## src/rtl/sar_ctrl_pkg.sv

```systemverilog
package sar_ctrl_pkg;
  typedef enum logic [2:0] {
    PH_IDLE   = 3'd0,
    PH_SAMPLE = 3'd1,
    PH_HOLD   = 3'd2,
    PH_RUN    = 3'd3,
    PH_REARM  = 3'd4
  } phase_e;
endpackage

```

## src/rtl/sar_strobe_sync.sv

```systemverilog
module sar_strobe_sync #(
  parameter int STAGES = 2
) (
  input  logic clk,
  input  logic rst_n,
  input  logic cmp_p,
  input  logic cmp_n,
  output logic diff_lvl,
  output logic done_pulse,
  output logic decision
);
  logic [STAGES-1:0] p_q;
  logic [STAGES-1:0] n_q;
  logic              diff_prev_q;

  // Synchronizer chain; reset value mirrors comparator reset (both high)
  for (genvar s = 0; s < STAGES; s++) begin : g_stage
    if (s == 0) begin : g_first
      always_ff @(posedge clk or negedge rst_n) begin
        if (!rst_n) begin
          p_q[s] <= 1'b1;
          n_q[s] <= 1'b1;
        end else begin
          p_q[s] <= cmp_p;
          n_q[s] <= cmp_n;
        end
      end
    end else begin : g_next
      always_ff @(posedge clk or negedge rst_n) begin
        if (!rst_n) begin
          p_q[s] <= 1'b1;
          n_q[s] <= 1'b1;
        end else begin
          p_q[s] <= p_q[s-1];
          n_q[s] <= n_q[s-1];
        end
      end
    end
  end

  assign diff_lvl = p_q[STAGES-1] ^ n_q[STAGES-1];
  assign decision = p_q[STAGES-1];

  always_ff @(posedge clk or negedge rst_n) begin
    if (!rst_n) diff_prev_q <= 1'b0;
    else        diff_prev_q <= diff_lvl;
  end

  assign done_pulse = diff_lvl & ~diff_prev_q;
endmodule

```

## src/rtl/sar_phase_fsm.sv

```systemverilog
module sar_phase_fsm
  import sar_ctrl_pkg::*;
#(
  parameter int N_BITS   = 12,
  parameter int SAMP_CYC = 4,
  parameter int HOLD_CYC = 2,
  localparam int CNT_W   = $clog2(N_BITS),
  localparam int TMR_MAX = (SAMP_CYC > HOLD_CYC) ? SAMP_CYC : HOLD_CYC,
  localparam int TMR_W   = $clog2(TMR_MAX + 1)
) (
  input  logic             clk,
  input  logic             rst_n,
  input  logic             start,
  input  logic             bit_done,
  input  logic             diff_lvl,
  output phase_e           phase,
  output logic [CNT_W-1:0] bit_idx,
  output logic             capture,
  output logic             clear,
  output logic             rdy
);
  phase_e           phase_q, phase_d;
  logic [TMR_W-1:0] tmr_q, tmr_d;
  logic [CNT_W-1:0] idx_q, idx_d;
  logic             rdy_q, rdy_d;

  always_comb begin
    phase_d = phase_q;
    tmr_d   = tmr_q;
    idx_d   = idx_q;
    rdy_d   = 1'b0;
    if (start) begin
      phase_d = PH_SAMPLE;
      tmr_d   = '0;
      idx_d   = '0;
    end else begin
      unique case (phase_q)
        PH_IDLE: ;
        PH_SAMPLE: begin
          if (tmr_q == TMR_W'(SAMP_CYC - 1)) begin
            phase_d = PH_HOLD;
            tmr_d   = '0;
          end else begin
            tmr_d = tmr_q + 1'b1;
          end
        end
        PH_HOLD: begin
          if (tmr_q == TMR_W'(HOLD_CYC - 1)) begin
            phase_d = PH_RUN;
            tmr_d   = '0;
          end else begin
            tmr_d = tmr_q + 1'b1;
          end
        end
        PH_RUN: begin
          if (bit_done) begin
            if (idx_q == CNT_W'(N_BITS - 1)) begin
              phase_d = PH_IDLE;
              idx_d   = '0;
              rdy_d   = 1'b1;
            end else begin
              phase_d = PH_REARM;
              idx_d   = idx_q + 1'b1;
            end
          end
        end
        PH_REARM: begin
          if (!diff_lvl) phase_d = PH_RUN;
        end
        default: phase_d = PH_IDLE;
      endcase
    end
  end

  always_ff @(posedge clk or negedge rst_n) begin
    if (!rst_n) begin
      phase_q <= PH_IDLE;
      tmr_q   <= '0;
      idx_q   <= '0;
      rdy_q   <= 1'b0;
    end else begin
      phase_q <= phase_d;
      tmr_q   <= tmr_d;
      idx_q   <= idx_d;
      rdy_q   <= rdy_d;
    end
  end

  assign phase   = phase_q;
  assign bit_idx = idx_q;
  assign capture = (phase_q == PH_RUN) && bit_done && !start;
  assign clear   = start;
  assign rdy     = rdy_q;
endmodule

```

## src/rtl/sar_bit_decoder.sv

```systemverilog
module sar_bit_decoder #(
  parameter int N_BITS  = 12,
  localparam int CNT_W  = $clog2(N_BITS)
) (
  input  logic [CNT_W-1:0]  idx,
  input  logic              en,
  output logic [N_BITS-1:0] sel
);
  logic [CNT_W-1:0] idx_n;
  assign idx_n = ~idx;

  // Index 0 selects the MSB; true and complement forms both feed the match
  for (genvar g = 0; g < N_BITS; g++) begin : g_sel
    localparam logic [CNT_W-1:0] MATCH = CNT_W'(N_BITS - 1 - g);
    assign sel[g] = en && (idx == MATCH) && (idx_n == ~MATCH);
  end
endmodule

```

## src/rtl/sar_latch_array.sv

```systemverilog
module sar_latch_array #(
  parameter int N_BITS = 12
) (
  input  logic              clk,
  input  logic              rst_n,
  input  logic              clear,
  input  logic              capture,
  input  logic [N_BITS-1:0] sel,
  input  logic              decision,
  output logic [N_BITS-1:0] bits
);
  for (genvar g = 0; g < N_BITS; g++) begin : g_cell
    logic cell_q;
    logic cell_en;
    assign cell_en = clear || (capture && sel[g]);
    always_ff @(posedge clk or negedge rst_n) begin
      if (!rst_n)       cell_q <= 1'b0;
      else if (cell_en) cell_q <= clear ? 1'b0 : decision;
    end
    assign bits[g] = cell_q;
  end
endmodule

```

## src/rtl/sar_seq_ctrl.sv

```systemverilog
module sar_seq_ctrl
  import sar_ctrl_pkg::*;
#(
  parameter int N_BITS      = 12,
  parameter int SAMP_CYC    = 4,
  parameter int HOLD_CYC    = 2,
  parameter int SYNC_STAGES = 2,
  localparam int CNT_W      = $clog2(N_BITS)
) (
  input  logic              clk,
  input  logic              rst_n,
  input  logic              start_i,
  input  logic              cmp_p_i,
  input  logic              cmp_n_i,
  output logic              samp_o,
  output logic              hold_o,
  output logic              cmp_trig_o,
  output logic [N_BITS-1:0] pos_sw_o,
  output logic [N_BITS-1:0] neg_sw_o,
  output logic [N_BITS-1:0] code_o,
  output logic              rdy_o
);
  phase_e            phase;
  logic [CNT_W-1:0]  bit_idx;
  logic              diff_lvl;
  logic              bit_done;
  logic              decision;
  logic              capture;
  logic              clear;
  logic              trial_en;
  logic [N_BITS-1:0] sel;
  logic [N_BITS-1:0] bits;

  sar_strobe_sync #(.STAGES(SYNC_STAGES)) sync_i (
    .clk        (clk),
    .rst_n      (rst_n),
    .cmp_p      (cmp_p_i),
    .cmp_n      (cmp_n_i),
    .diff_lvl   (diff_lvl),
    .done_pulse (bit_done),
    .decision   (decision)
  );

  sar_phase_fsm #(
    .N_BITS   (N_BITS),
    .SAMP_CYC (SAMP_CYC),
    .HOLD_CYC (HOLD_CYC)
  ) fsm_i (
    .clk      (clk),
    .rst_n    (rst_n),
    .start    (start_i),
    .bit_done (bit_done),
    .diff_lvl (diff_lvl),
    .phase    (phase),
    .bit_idx  (bit_idx),
    .capture  (capture),
    .clear    (clear),
    .rdy      (rdy_o)
  );

  assign trial_en = (phase == PH_RUN) || (phase == PH_REARM);

  sar_bit_decoder #(.N_BITS(N_BITS)) dec_i (
    .idx (bit_idx),
    .en  (trial_en),
    .sel (sel)
  );

  sar_latch_array #(.N_BITS(N_BITS)) lat_i (
    .clk      (clk),
    .rst_n    (rst_n),
    .clear    (clear),
    .capture  (capture),
    .sel      (sel),
    .decision (decision),
    .bits     (bits)
  );

  assign samp_o     = (phase == PH_SAMPLE);
  assign hold_o     = (phase == PH_HOLD);
  assign cmp_trig_o = (phase == PH_RUN);
  assign pos_sw_o   = bits | sel;
  assign neg_sw_o   = ~pos_sw_o;
  assign code_o     = bits;
endmodule

```

## config.mk

```make
export PLATFORM = sky130hd
export DESIGN_NAME = sar_seq_ctrl
export DESIGN_NICKNAME = d
export VERILOG_FILES = /design/src/rtl/sar_ctrl_pkg.sv /design/src/rtl/sar_strobe_sync.sv /design/src/rtl/sar_phase_fsm.sv /design/src/rtl/sar_bit_decoder.sv /design/src/rtl/sar_latch_array.sv /design/src/rtl/sar_seq_ctrl.sv
export SDC_FILE = /design/constraint.sdc
export NUM_CORES = 1
export LEC_CHECK = 0
export ABC_CLOCK_PERIOD_IN_PS = 1600
export BUFFER_PORTS_ARGS = -buffer_cell sky130_fd_sc_hd__buf_4
export CAP_MARGIN = 20
export CORE_UTILIZATION = 47
export DETAILED_ROUTE_END_ITERATION = 10
export MAX_ROUTING_LAYER = met4
export PLACE_DENSITY = 0.75
export SLEW_MARGIN = 20
export SYNTH_ARGS = -nofsm -noshare
export SYNTH_HDL_FRONTEND = slang
export SYNTH_SLANG_ARGS = --single-unit
```

## constraint.sdc

```tcl
create_clock -name clk -period 1.6 [get_ports clk]
set_input_delay 0.24 -clock clk [delete_from_list [all_inputs] [get_ports clk]]
set_output_delay 0.24 -clock clk [all_outputs]
set_load 0.02 [all_outputs]
```

# After elaboration in Yosys (flattened, before gate mapping)
# Cells that the tools add are included.
dict set report word_totals {
  in_bits 5
  register_bits 28
  out_inout_bits 40
}
dict set report classes {
  n_mux 20
  bitwise_logic 6
  eq_ne 34
  n_reduce_logical 59
  addsub 2
}
# op n
set op_table {}
lappend op_table {{equality test 4 bit (second input constant)} 12}
lappend op_table {{logical AND 1 bit} 38}
lappend op_table {{equality test 4 x 3 -> 1 bit (second input constant)} 8}
lappend op_table {{2-to-1 mux 3 bit} 9}
lappend op_table {{2-to-1 mux 4 bit} 4}
lappend op_table {{one-hot mux 3 bit (5 select lines)} 1}
lappend op_table {{logical OR 1 bit} 13}
lappend op_table {{NOT 12 bit} 1}
lappend op_table {{bitwise OR 12 bit} 1}
lappend op_table {{equality test 3 x 2 -> 1 bit (second input constant)} 3}
lappend op_table {{inequality test 3 x 2 -> 1 bit (second input constant)} 3}
lappend op_table {{equality test 4 x 2 -> 1 bit (second input constant)} 2}
lappend op_table {{equality test 3 x 1 -> 1 bit (second input constant)} 2}
lappend op_table {{one-hot mux 3 bit (2 select lines)} 1}
lappend op_table {{2-to-1 mux 1 bit} 5}
lappend op_table {{AND reduction 5 bit} 1}
lappend op_table {{adder 4 x 1 -> 4 bit (second input constant)} 1}
lappend op_table {{equality test 4 x 1 -> 1 bit (second input constant)} 1}
lappend op_table {{zero test 4 bit} 1}
lappend op_table {{NOT 4 bit} 1}
lappend op_table {{nonzero test 2 bit} 2}
lappend op_table {{adder 3 x 1 -> 3 bit (second input constant)} 1}
lappend op_table {{equality test 3 bit (second input constant)} 1}
lappend op_table {{zero test 3 bit} 1}
lappend op_table {{other kinds (8)} 8}

# Longest topological paths before layout
# Gate-level depths: netlist of the first run.
dict set report logic_depth {
  ltp_word 6
  depth_mapped 6
  depth_no_buf 6
}

# By module
# Synthesis of the first run repeated with hierarchy kept, for this count alone.
dict set report unflattened {
  cells_unflattened 196
  area_unflattened_um2 1793.0
}
# module instances area_each_um2 cells_per_inst
set by_module_without_submodules {}
lappend by_module_without_submodules {sar_phase_fsm 1 721.9 78}
lappend by_module_without_submodules {sar_latch_array 1 704.4 64}
lappend by_module_without_submodules {sar_strobe_sync 1 147.6 7}
lappend by_module_without_submodules {sar_seq_ctrl 1 125.1 29}
lappend by_module_without_submodules {sar_bit_decoder 1 93.8 18}

# Worst setup path before layout of the first run
# Ideal clock, no wire load.
dict set report synth_path {
  kind {reg-to-output}
  startpoint {register fsm_i.phase_q[2], in the netlist fsm_i.phase[2]}
  endpoint {output port neg_sw_o[4]}
  t_required_ns 1.360
  t_arrival_ns 1.495
  path_buffers 2
  stages_incl_launch_ff 7
  path_slack_ns -0.135
  cell_sequence {dfrtp_1 > buf_6 > nor3b_1 > a21oi_1 > nor2b_1 > buf_2 > a21oi_1}
}
dict set report synth_between {
  elab_chain_len 6
}
# element line
set synth_lines {}
lappend synth_lines {{start: declaration} sar_phase_fsm.sv:22} ;# phase_e phase_q, phase_d;
lappend synth_lines {{start signal: assignment} sar_phase_fsm.sv:82} ;# phase_q <= phase_d;
lappend synth_lines {{equality test 3 x 2 -> 1 bit or equality test 3 bit (tied branches)} sar_seq_ctrl.sv:61} ;# assign trial_en = (phase == PH_RUN) || (phase == PH_REARM);
lappend synth_lines {{logical OR 1 bit *} sar_seq_ctrl.sv:61}
lappend synth_lines {{logical AND 1 bit * (2 in a row)} sar_bit_decoder.sv:15} ;# assign sel[g] = en && (idx == MATCH) && (idx_n == ~MATCH);
lappend synth_lines {{bitwise OR 12 bit *} sar_seq_ctrl.sv:82} ;# assign pos_sw_o = bits | sel;
lappend synth_lines {{NOT 12 bit *} sar_seq_ctrl.sv:83} ;# assign neg_sw_o = ~pos_sw_o;
lappend synth_lines {{end: declaration} sar_seq_ctrl.sv:19} ;# output logic [N_BITS-1:0] neg_sw_o,
# Every way passes the cells marked *; elsewhere a longest branch is shown, timed or not.

# Final worst setup path of the first run
dict set report layout_path {
  startpoint {register fsm_i.phase_q[0], in the netlist fsm_i.phase[0]}
  endpoint {output port pos_sw_o[6]}
}
dict set report layout_between {
  elab_chain_len 5
}
# element line
set layout_lines {}
lappend layout_lines {{equality test 3 x 2 -> 1 bit or equality test 3 bit (tied branches)} sar_seq_ctrl.sv:61}
lappend layout_lines {{logical OR 1 bit *} sar_seq_ctrl.sv:61}
lappend layout_lines {{logical AND 1 bit * (2 in a row)} sar_bit_decoder.sv:15}
lappend layout_lines {{bitwise OR 12 bit *} sar_seq_ctrl.sv:82}
lappend layout_lines {{end: declaration} sar_seq_ctrl.sv:18} ;# output logic [N_BITS-1:0] pos_sw_o,
# Marks and branches as above.

==> results of run 1 <==
## flip-flops by register name, indices dropped and copies added, names as in the netlist
| register | count |
|---|---|
| fsm_i.rdy | 1 |
| fsm_i.bit_idx | 4 |
| fsm_i.phase | 3 |
| sync_i.n_q | 2 |
| sync_i.diff_prev_q | 1 |
| lat_i.g_cell.cell_q | 12 |
| fsm_i.tmr_q | 3 |
| sync_i.decision | 1 |
| sync_i.p_q | 1 |
## layer usage
layer  GRT usage  share of wire
met1       0.305           0.42
met2       0.421           0.52
met3      0.0347          0.052
met4       0.128          0.017
met5           -              0
## kinds of logic after synthesis
kind of cell,count (synthesis),share of synthesized area
and+or+nand+nor,66,0.216
AOI/OAI and AO/OA,50,0.176
buffers and inverters,31,0.102
DFF,28,0.404
adders and majority gates,8,0.0573
muxes,5,0.0287
xor gates and xnor gates,1,0.0158
## power breakdown
| part | switching, W | internal (W) |
|---|---|---|
| clock network | 0.000220 | 0.000221 |
| registers | 0.0000641 | 0.000769 |
| logic | 0.000398 | 0.000386 |
| total | 0.000682 | 0.00137 |
## metrics by stage
step | TNS [ns] | cell area, um2 | setup slack, ns | utilization | std cells
floorplan | -0.330 | 1780 | -0.0413 | - | 189
global placement | -0.559 | 2200 | -0.0643 | 0.639 | 280
detailed placement | -1.71 | 2200 | -0.119 | 0.639 | 280
CTS | -7.59 | 2380 | -0.373 | 0.692 | 291
global route | -11.19 | 2450 | -0.509 | 0.712 | 293
finish | -8.54 | 2450 | -0.417 | 0.712 | 293
## placed cells by master, fill, tap and decap left out, types with 6 or more instances in the layout
cell and instances:
buf_4 64, nand3b_1 7, a21o_1 12, o21ai_0 7
nor2_1 15, nand4_1 12, dfrtp_1 22, buf_6 13
inv_1 7, a21oi_2 7, a21oi_1 12, nor2b_1 6
ha_1 7, nand2_1 7
## final cells by class
cell class	count	area, um2
tap	46	57.6
clock buffer	4	55.1
timing repair buffer	78	637
multi-input combinational	130	966
fill	261	992
sequential	28	708
inverter	7	26.3
## timing repair
item                                    4_1_cts  5_1_grt
hold buffers                                  1        0
hold endpoints to repair                     24        0
endpoints found under the setup margin       25       41
gates resized for setup                      18       17
pin swaps                                    11       17
buffers inserted                              6        3
## worst paths after layout
path,start,endpoint,slack (ns),cells past startpoint
setup / recovery,fsm_i.phase[0],pos_sw_o[6],-0.42,7
hold / removal,cmp_n_i,sync_i.n_q[0],0.06,1
setup reg to reg,sync_i.decision,fsm_i.bit_idx[3],-0.04,5
hold reg to reg,sync_i.n_q[0],sync_i.n_q[1],0.36,0
max in group asynchronous,rst_n,sync_i.n_q[1],0.88,2
min in group asynchronous,rst_n,lat_i.g_cell[0].cell_q,0.41,2
==> run_results.csv, run 1 <==
group,metric,value,unit
timing,finalMaxSlewViolations,0,
clock_tree,path_clk_slew,0.09,ns
setup_path,criticalPathCategory,"register to output pin",
logic_synthesis,synth-edff-count,0,
route,vias_per_cell,5.71,
route,detail-route-antenna-nets,0,
logic_synthesis,synth_top_cells_by_count,"24 x dfrtp_1, 19 x a21oi_1, 17 x nor2_1",
logic_synthesis,yosysWarnings,0,
setup_path,required,1.36,ns
timing,fin_crit,2.02,ns
global_routing,antenna_found_initial,0,
setup_path,cp_slowest_cell,"dfrtp_2",
setup_path,path_cells,"nor3b_4 > a21oi_2 > buf_4 > nor2b_1 > buf_4 > a21o_1 > buf_6",
route,drcViolationCount,0,
timing,hold_viol,0,
min_path,hold_path.class,"input pin to register",
run_status,status,"complete, but fails checks",
timing,clock_skew,0.00480,ns
clock_tree,numClockSinks,28,
route,wl_per_cell,16.0,um
die,dieArea,3960,um2
route,wirelength,4690,um
logic_synthesis,yosysTopAreaCell,"dfrtp_1",
die,die_width,62.9,um
power,total_power,0.00206,W
logic_synthesis,ys_seq_area_frac,0.404,
logic_synthesis,synth_top_area_frac,0.344,
logic_synthesis,syn_area_per_cell,9.24,um2
die,initial_core_util,0.507,
run_status,violations,"setup timing",
clock_tree,cts-root-buf,"clkbuf_8",
placed_design,dp_hpwl,3150,um
timing,whs,0.0640,ns
placed_design,io_buffers,44,
layout,area_delta_synth_final,40.4,%
timing,slew_headroom,0.721,
setup_path,crit_path_max_fanout,8,
logic_synthesis,synthArstFlopShare,1.00,
route,vias,1672,
logic_synthesis,synthTopCellsByArea,"dfrtp_1 34%, dfstp_2 6.0%, ha_1 5.7%",
setup_path,cp_slowest_stage_delay,0.44,ns
flow_run,maxCapViolations,0,
setup_path,critPathCaptureType,"output pin",
setup_path,cp_common_cell,"buf_4",
setup_path,cp.arrival,1.78,ns
setup_path,startpoint_type,"register",
clock_tree,cts_buffer_depth,2,
logic_synthesis,syn_area,1750,um2
clock_tree,cts_tree,"built",
logic_synthesis,ys_types,34,
layout,antenna_cells,0,
logic_synthesis,yosysMostFrequentCell,"dfrtp_1",
timing,finalSetupViolCount,26,
placed_design,place_congestion,0.955,
route,drt_iter0_markers,95,
logic_synthesis,synth-seq-cells,28,
layout,fin_nets,261,
global_routing,grt_overflow,0,
global_routing,grt_pass1_vias,1705,
timing,grt_setup_unrepaired,"yes",
global_routing,track_usage,0.256,
logic_synthesis,synth_fp_nets,202,
clock_tree,cts_made_buffers,3,
timing,clock.fmax,496,MHz
layout,drive_gt1_frac,0.441,
power,cellLeakagePower,1.22,nW
power,powerDensity,840,nW/um2
setup_path,crit_buf_inv,3,
clock_tree,htree_levels,1,
power,ir_worst_vdd,0.554,mV
die,std_cell_rows,21,
logic_synthesis,ys.flop_type,"dfrtp_1",
global_routing,grt_max_degree,29,
global_routing,grt_pass1_wl,7750,um
die,pin_count,45,
die,core_area,3440,um2
die,die_h,62.9,um
route,drt_first_pass_iters,4,
setup_path,crit_family,"buffers and inverters",
timing,fin_ws,-0.417,ns
clock_tree,worstSkewPairLatency,0.28,ns
logic_synthesis,syn_inst,189,
timing,finalCritPeriodShare,1.26,
timing,worst_pin_slew,0.416,ns
Power figures use the tool's default switching activity.
==> inputs of run 2 (changes only) <==
--- a/config.mk
+++ b/config.mk
@@ -8,10 +8,9 @@
 export ABC_CLOCK_PERIOD_IN_PS = 1600
 export BUFFER_PORTS_ARGS = -buffer_cell sky130_fd_sc_hd__buf_4
 export CAP_MARGIN = 20
-export CORE_UTILIZATION = 47
+export CORE_UTILIZATION = 25
 export DETAILED_ROUTE_END_ITERATION = 10
 export MAX_ROUTING_LAYER = met4
-export PLACE_DENSITY = 0.75
 export SLEW_MARGIN = 20
 export SYNTH_ARGS = -nofsm -noshare
 export SYNTH_HDL_FRONTEND = slang
==> run 2 against run 1 <==
  * Non-clock buffer count up 1
  * Sequential power shrank 1%
  * Sequential share of layout area shrank 2.0 points
  * Clock skew grew 0.0047 ns
  * The flow still finishes with violations (setup timing)
  * Combinational power fell by 9.2%
  * Register-to-register slack got worse by 0.02 ns
  * Power rose by 2.1%
  * Flip-flop and latch count stayed put
  * Routed wire length decreased by 4.7%
  * Cell area is 7.0% higher
  * Fmax is 3.2% higher
==> run_results.csv, run 2 (synthesis results as in run 1) <==
group,metric,value,unit
timing,clock.fmax,512,MHz
setup_path,crit_path_max_fanout,5,
layout,fin_nets,262,
layout,largest_reg_flops,12,
timing,fin_ws,-0.354,ns
setup_path,path_cells,"buf_4 > nor2b_4 > a21oi_4 > nor3_4 > buf_6 > a21o_1 > buf_6",
timing,finalCritPeriodShare,1.22,
route,vias,1584,
die,core_area,6760,um2
setup_path,ff2ff_path_depth,7,
route,drcViolationCount,0,
die,pin_count,45,
clock_tree,path_clk_slew,0.09,ns
setup_path,r2r_setup_slack,-0.06,ns
timing,fin_crit,1.95,ns
power,ir_worst_vdd,0.551,mV
setup_path,cp_slowest_cell,"dfrtp_1",
global_routing,antenna_found_initial,0,
global_routing,grt_pass1_vias,1478,
timing,hold_viol,0,
route,detail-route-antenna-nets,0,
setup_path,cp_slowest_stage_delay,0.42,ns
global_routing,grt_pass1_wl,6890,um
setup_path,rr_startpoint,"fsm_i.phase[2]",
timing,finalSetupViolCount,35,
die,initial_core_util,0.258,
route,drt_iter0_markers,59,
min_path,min_from,"cmp_p_i",
min_path,hold_path_end,"sync_i.p_q[0]",
layout,area_delta_synth_final,50.3,%
setup_path,cp_common_cell,"buf_6",
clock_tree,cts_buffer_depth,2,
layout,largest-register,"lat_i.g_cell.cell_q",
timing,grt_setup_unrepaired,"yes",
timing,worst_pin_slew,0.398,ns
placed_design,dp_hpwl,3130,um
power,cellLeakagePower,1.27,nW
global_routing,track_usage,0.121,
placed_design,place_congestion,0.902,
setup_path,cp.arrival,1.71,ns
run_status,status,"complete, but fails checks",
min_path,min_path_cells,1,
setup_path,crit_buf_inv,3,
setup_path,critPathCaptureType,"output pin",
die,die_h,85.6,um
layout,drive_gt1_frac,0.468,
timing,clock_skew,0.00948,ns
setup_path,startpoint_type,"register",
route,drt_first_pass_iters,4,
clock_tree,htree_levels,1,
timing,slew_headroom,0.734,
setup_path,criticalPathCategory,"register to output pin",
layout,final_cell_mix,"51 x buf_4, 26 x buf_6, 24 x dfrtp_1",
layout,final_common_cell,"buf_4",
timing,whs,0.0628,ns
route,wirelength,4470,um
setup_path,crit_family,"flip-flops",
setup_path,required,1.36,ns
flow_run,maxCapViolations,0,
setup_path,r2r-end,"lat_i.g_cell[6].cell_q",
timing,finalMaxSlewViolations,0,
power,powerDensity,801,nW/um2
layout,antenna_cells,0,
global_routing,grt_max_degree,29,
die,std_cell_rows,30,
min_path,hold_path.class,"input pin to register",
die,dieArea,7320,um2
run_status,violations,"setup timing",
layout,fillCellCount,680,
clock_tree,numClockSinks,28,
clock_tree,cts-root-buf,"clkbuf_8",
power,total_power,0.00210,W
clock_tree,cts_made_buffers,3,
clock_tree,worstSkewPairLatency,0.28,ns
route,wl_per_cell,13.6,um
route,vias_per_cell,4.83,
clock_tree,cts_tree,"built",
die,die_width,85.6,um
placed_design,io_buffers,44,
global_routing,grt_overflow,0,
[run 2: through the flow]
stage | instances | TNS (ns) | area (um2) | util | setup WS [ns]
2_1_floorplan | 189 | -0.330 | 1780 | - | -0.0413
3_3_place_gp | 317 | -0.925 | 2280 | 0.337 | -0.0960
3_5_place_dp | 317 | -1.76 | 2280 | 0.337 | -0.130
4_1_cts | 325 | -7.11 | 2450 | 0.363 | -0.328
5_1_grt | 328 | -10.48 | 2620 | 0.388 | -0.423
6_report | 328 | -7.50 | 2620 | 0.388 | -0.354
[run 2: cell type report]
| type | count | area (um2) | share of cell area |
|---|---|---|---|
| Tap cell | 80 | 100 | 0.0382 |
| Clock buffer | 3 | 41.3 | 0.0157 |
| Multi-Input combinational cell | 130 | 1010 | 0.386 |
| Sequential cell | 28 | 706 | 0.269 |
| Clock inverter | 1 | 30.0 | 0.0115 |
| Timing Repair Buffer | 79 | 706 | 0.269 |
| Inverter | 7 | 26.3 | 0.0100 |
[run 2: worst max-delay path by stage]
stage | slack [ns] | cells past startpoint | to | startpoint
after floorplan | -0.04 | 5 | pos_sw_o[1] | fsm_i.phase[0]
final | -0.35 | 7 | pos_sw_o[9] | fsm_i.phase[2]
after detailed placement | -0.13 | 6 | pos_sw_o[7] | fsm_i.phase[1]
after CTS | -0.33 | 6 | pos_sw_o[3] | fsm_i.phase[0]
after global routing | -0.42 | 7 | pos_sw_o[10] | fsm_i.phase[2]
after global placement | -0.1 | 6 | pos_sw_o[6] | fsm_i.phase[1]
[run 2: timing repair]
| action | 4_1_cts | 5_1_grt |
|---|---|---|
| endpoints found under the setup margin | 30 | 42 |
| resized for setup | 19 | 43 |
| setup buffers | 4 | 4 |
| pin swaps | 8 | 33 |
| hold buffers | 1 | 0 |
| endpoints found under the hold margin | 24 | 0 |
[run 2: power by group]
group | switching [W] | total, W | internal (W) | leakage (nW)
Sequential | 0.0000594 | 0.000825 | 0.000766 | 0.368
Clock | 0.000228 | 0.000563 | 0.000335 | 0.0357
Combinational | 0.000367 | 0.000712 | 0.000345 | 0.867
[run 2: per-layer routing]
layer / vias up / GRT usage / routed length (um)
met5: - / - / 0
met4: 0 / 0.0212 / 19
met3: 2 / 0.0250 / 161
met2: 36 / 0.189 / 2120
met1: 771 / 0.165 / 2160
li1: 775 / - / -
==> inputs of run 3 (changes only) <==
--- a/config.mk
+++ b/config.mk
@@ -11,6 +11,7 @@
 export CORE_UTILIZATION = 25
 export DETAILED_ROUTE_END_ITERATION = 10
 export MAX_ROUTING_LAYER = met4
+export SKIP_CTS_REPAIR_TIMING = 1
 export SLEW_MARGIN = 20
 export SYNTH_ARGS = -nofsm -noshare
 export SYNTH_HDL_FRONTEND = slang
==> run 3 against run 2 <==
  * Register-to-register slack lost 0.10 ns
  * Global-route usage shrank 0.34 points
  * Sequential share of layout area decreased by 0.11 points
  * Utilization rose by 0.22 points
  * Critical path depth stayed put
  * The run still ends with setup timing left
  * Sequential power is essentially flat
  * First-iteration DRC count shrank 29%
  * Combinational power grew 5.1%
  * Power increased by 1.7%
  * Clock skew shrank 0.0017 ns
  * Highest routed layer unchanged
  * Clock power about the same
==> run_results.csv, run 3 (synthesis results as in run 1) <==
group,metric,value,unit
die,initial_core_util,0.258,
layout,largest_reg_flops,12,
power,comb_power_share,0.350,
placed_design,dp_hpwl,3130,um
clock_tree,cts_tree,"built",
timing,setup_tns,-9.81,ns
layout,fin_nets,265,
clock_tree,cts_buffer_depth,2,
global_routing,antenna_found_initial,0,
clock_tree,cts_made_buffers,3,
clock_tree,cts-root-buf,"clkbuf_8",
die,core_area,6760,um2
timing,slew_headroom,0.735,
power,total_power,0.00214,W
setup_path,crit_path_max_fanout,4,
clock_tree,numClockSinks,28,
power,ir_worst_vdd,0.532,mV
setup_path,required,1.36,ns
layout,area_delta_synth_final,51.1,%
timing,clock.fmax,495,MHz
timing,finalSetupViolCount,40,
flow_run,maxCapViolations,0,
clock_tree,worstSkewPairLatency,0.28,ns
setup_path,critPathCaptureType,"output pin",
layout,drive_gt1_frac,0.478,
layout,final_common_cell,"buf_4",
die,pin_count,45,
clock_tree,htree_levels,1,
die,die_h,85.6,um
min_path,hold_path.class,"input pin to register",
layout,fillCellCount,683,
global_routing,grt_overflow,0,
timing,fin_ws,-0.419,ns
die,die_width,85.6,um
power,intPower,0.00147,W
route,vias_per_cell,4.86,
clock_tree,path_clk_slew,0.10,ns
global_routing,grt_max_degree,29,
route,drt_iter0_markers,42,
power,seqPwrFrac,0.387,
layout,largest-register,"lat_i.g_cell.cell_q",
setup_path,startpoint_type,"register",
power,swShare,0.312,
power,switching_power,0.000667,W
timing,finalMaxSlewViolations,0,
timing,hold_viol,0,
die,dieArea,7320,um2
run_status,status,"complete, but fails checks",
timing,grt_setup_unrepaired,"yes",
layout,utilization,0.390,
timing,fin_crit,2.02,ns
timing,worst_pin_slew,0.396,ns
global_routing,grt_pass1_vias,1438,
timing,clock_skew,0.00774,ns
route,vias,1608,
die,std_cell_rows,30,
run_status,violations,"setup timing",
power,powerDensity,810,nW/um2
power,cellLeakagePower,1.28,nW
route,wirelength,4420,um
route,drt_first_pass_iters,4,
setup_path,cp.arrival,1.78,ns
route,detail-route-antenna-nets,0,
layout,final_cell_mix,"54 x buf_4, 26 x buf_6, 23 x dfrtp_1",
placed_design,io_buffers,44,
placed_design,place_congestion,0.902,
placed_design,dp_slack,-0.130,ns
route,drcViolationCount,0,
setup_path,criticalPathCategory,"register to output pin",
timing,finalCritPeriodShare,1.26,
route,wl_per_cell,13.4,um
layout,antenna_cells,0,
power,clock_power_share,0.263,
global_routing,track_usage,0.118,
global_routing,grt_pass1_wl,6690,um
run 3: final timing paths:
| kind | depth (start not counted) | slack (ns) | from | endpoint |
|---|---|---|---|---|
| worst max-delay path | 7 | -0.42 | fsm_i.phase[0] | pos_sw_o[10] |
| worst min-delay path | 1 | 0.06 | cmp_n_i | sync_i.n_q[0] |
| worst max register to register | 6 | -0.16 | fsm_i.phase[2] | fsm_i.bit_idx[3] |
| worst min register to register | 0 | 0.36 | sync_i.p_q[0] | sync_i.decision |
| max in group asynchronous | 2 | 0.89 | rst_n | sync_i.n_q[0] |
| min in group asynchronous | 2 | 0.40 | rst_n | lat_i.g_cell[3].cell_q |
run 3: metal layers:
metal  GRT usage  vias to the layer above  part of all wire
met5           -                        -                 0
met4      0.0197                        0            0.0066
met3      0.0250                        5             0.044
met2       0.182                       45              0.49
met1       0.162                      780              0.46
li1            -                      778                 -
run 3: through the flow:
step / instances / area, um2 / hold WS [ns]
5_1_grt: 331 / 2640 / 0.0421
6_report: 331 / 2640 / 0.0630
2_1_floorplan: 189 / 1780 / -0.0556
3_3_place_gp: 317 / 2280 / 0.177
4_1_cts: 321 / 2350 / -0.134
3_5_place_dp: 317 / 2280 / 0.176
run 3: layout make-up:
type | instances | area, um2 | share of cell area
multi-input combinational | 130 | 1000 | 0.381
tap | 80 | 100 | 0.0380
sequential | 28 | 707 | 0.268
clock inverter | 1 | 30.0 | 0.0114
timing repair buffer | 82 | 728 | 0.276
inverter | 7 | 26.3 | 0.00996
clock buffer | 3 | 41.3 | 0.0157
run 3: power by group through the flow:
stage / Sequential, W / Combinational (W) / Clock [W]
finish: 0.000827 / 0.000748 / 0.000562
floorplan: 0.000815 / 0.000393 / 0
CTS: 0.000817 / 0.000598 / 0.000575
global placement: 0.000828 / 0.000592 / 0
global route: 0.000833 / 0.000822 / 0.000605
detailed placement: 0.000830 / 0.000596 / 0
run 3: worst max-delay path, cell delays in order, from the launching register on:
cell and delay, ns:
dfrtp_1 0.43, nor3b_4 0.29, a21oi_4 0.07, buf_6 0.12, nor3_4 0.19, buf_6 0.16
a21o_1 0.12, buf_6 0.11
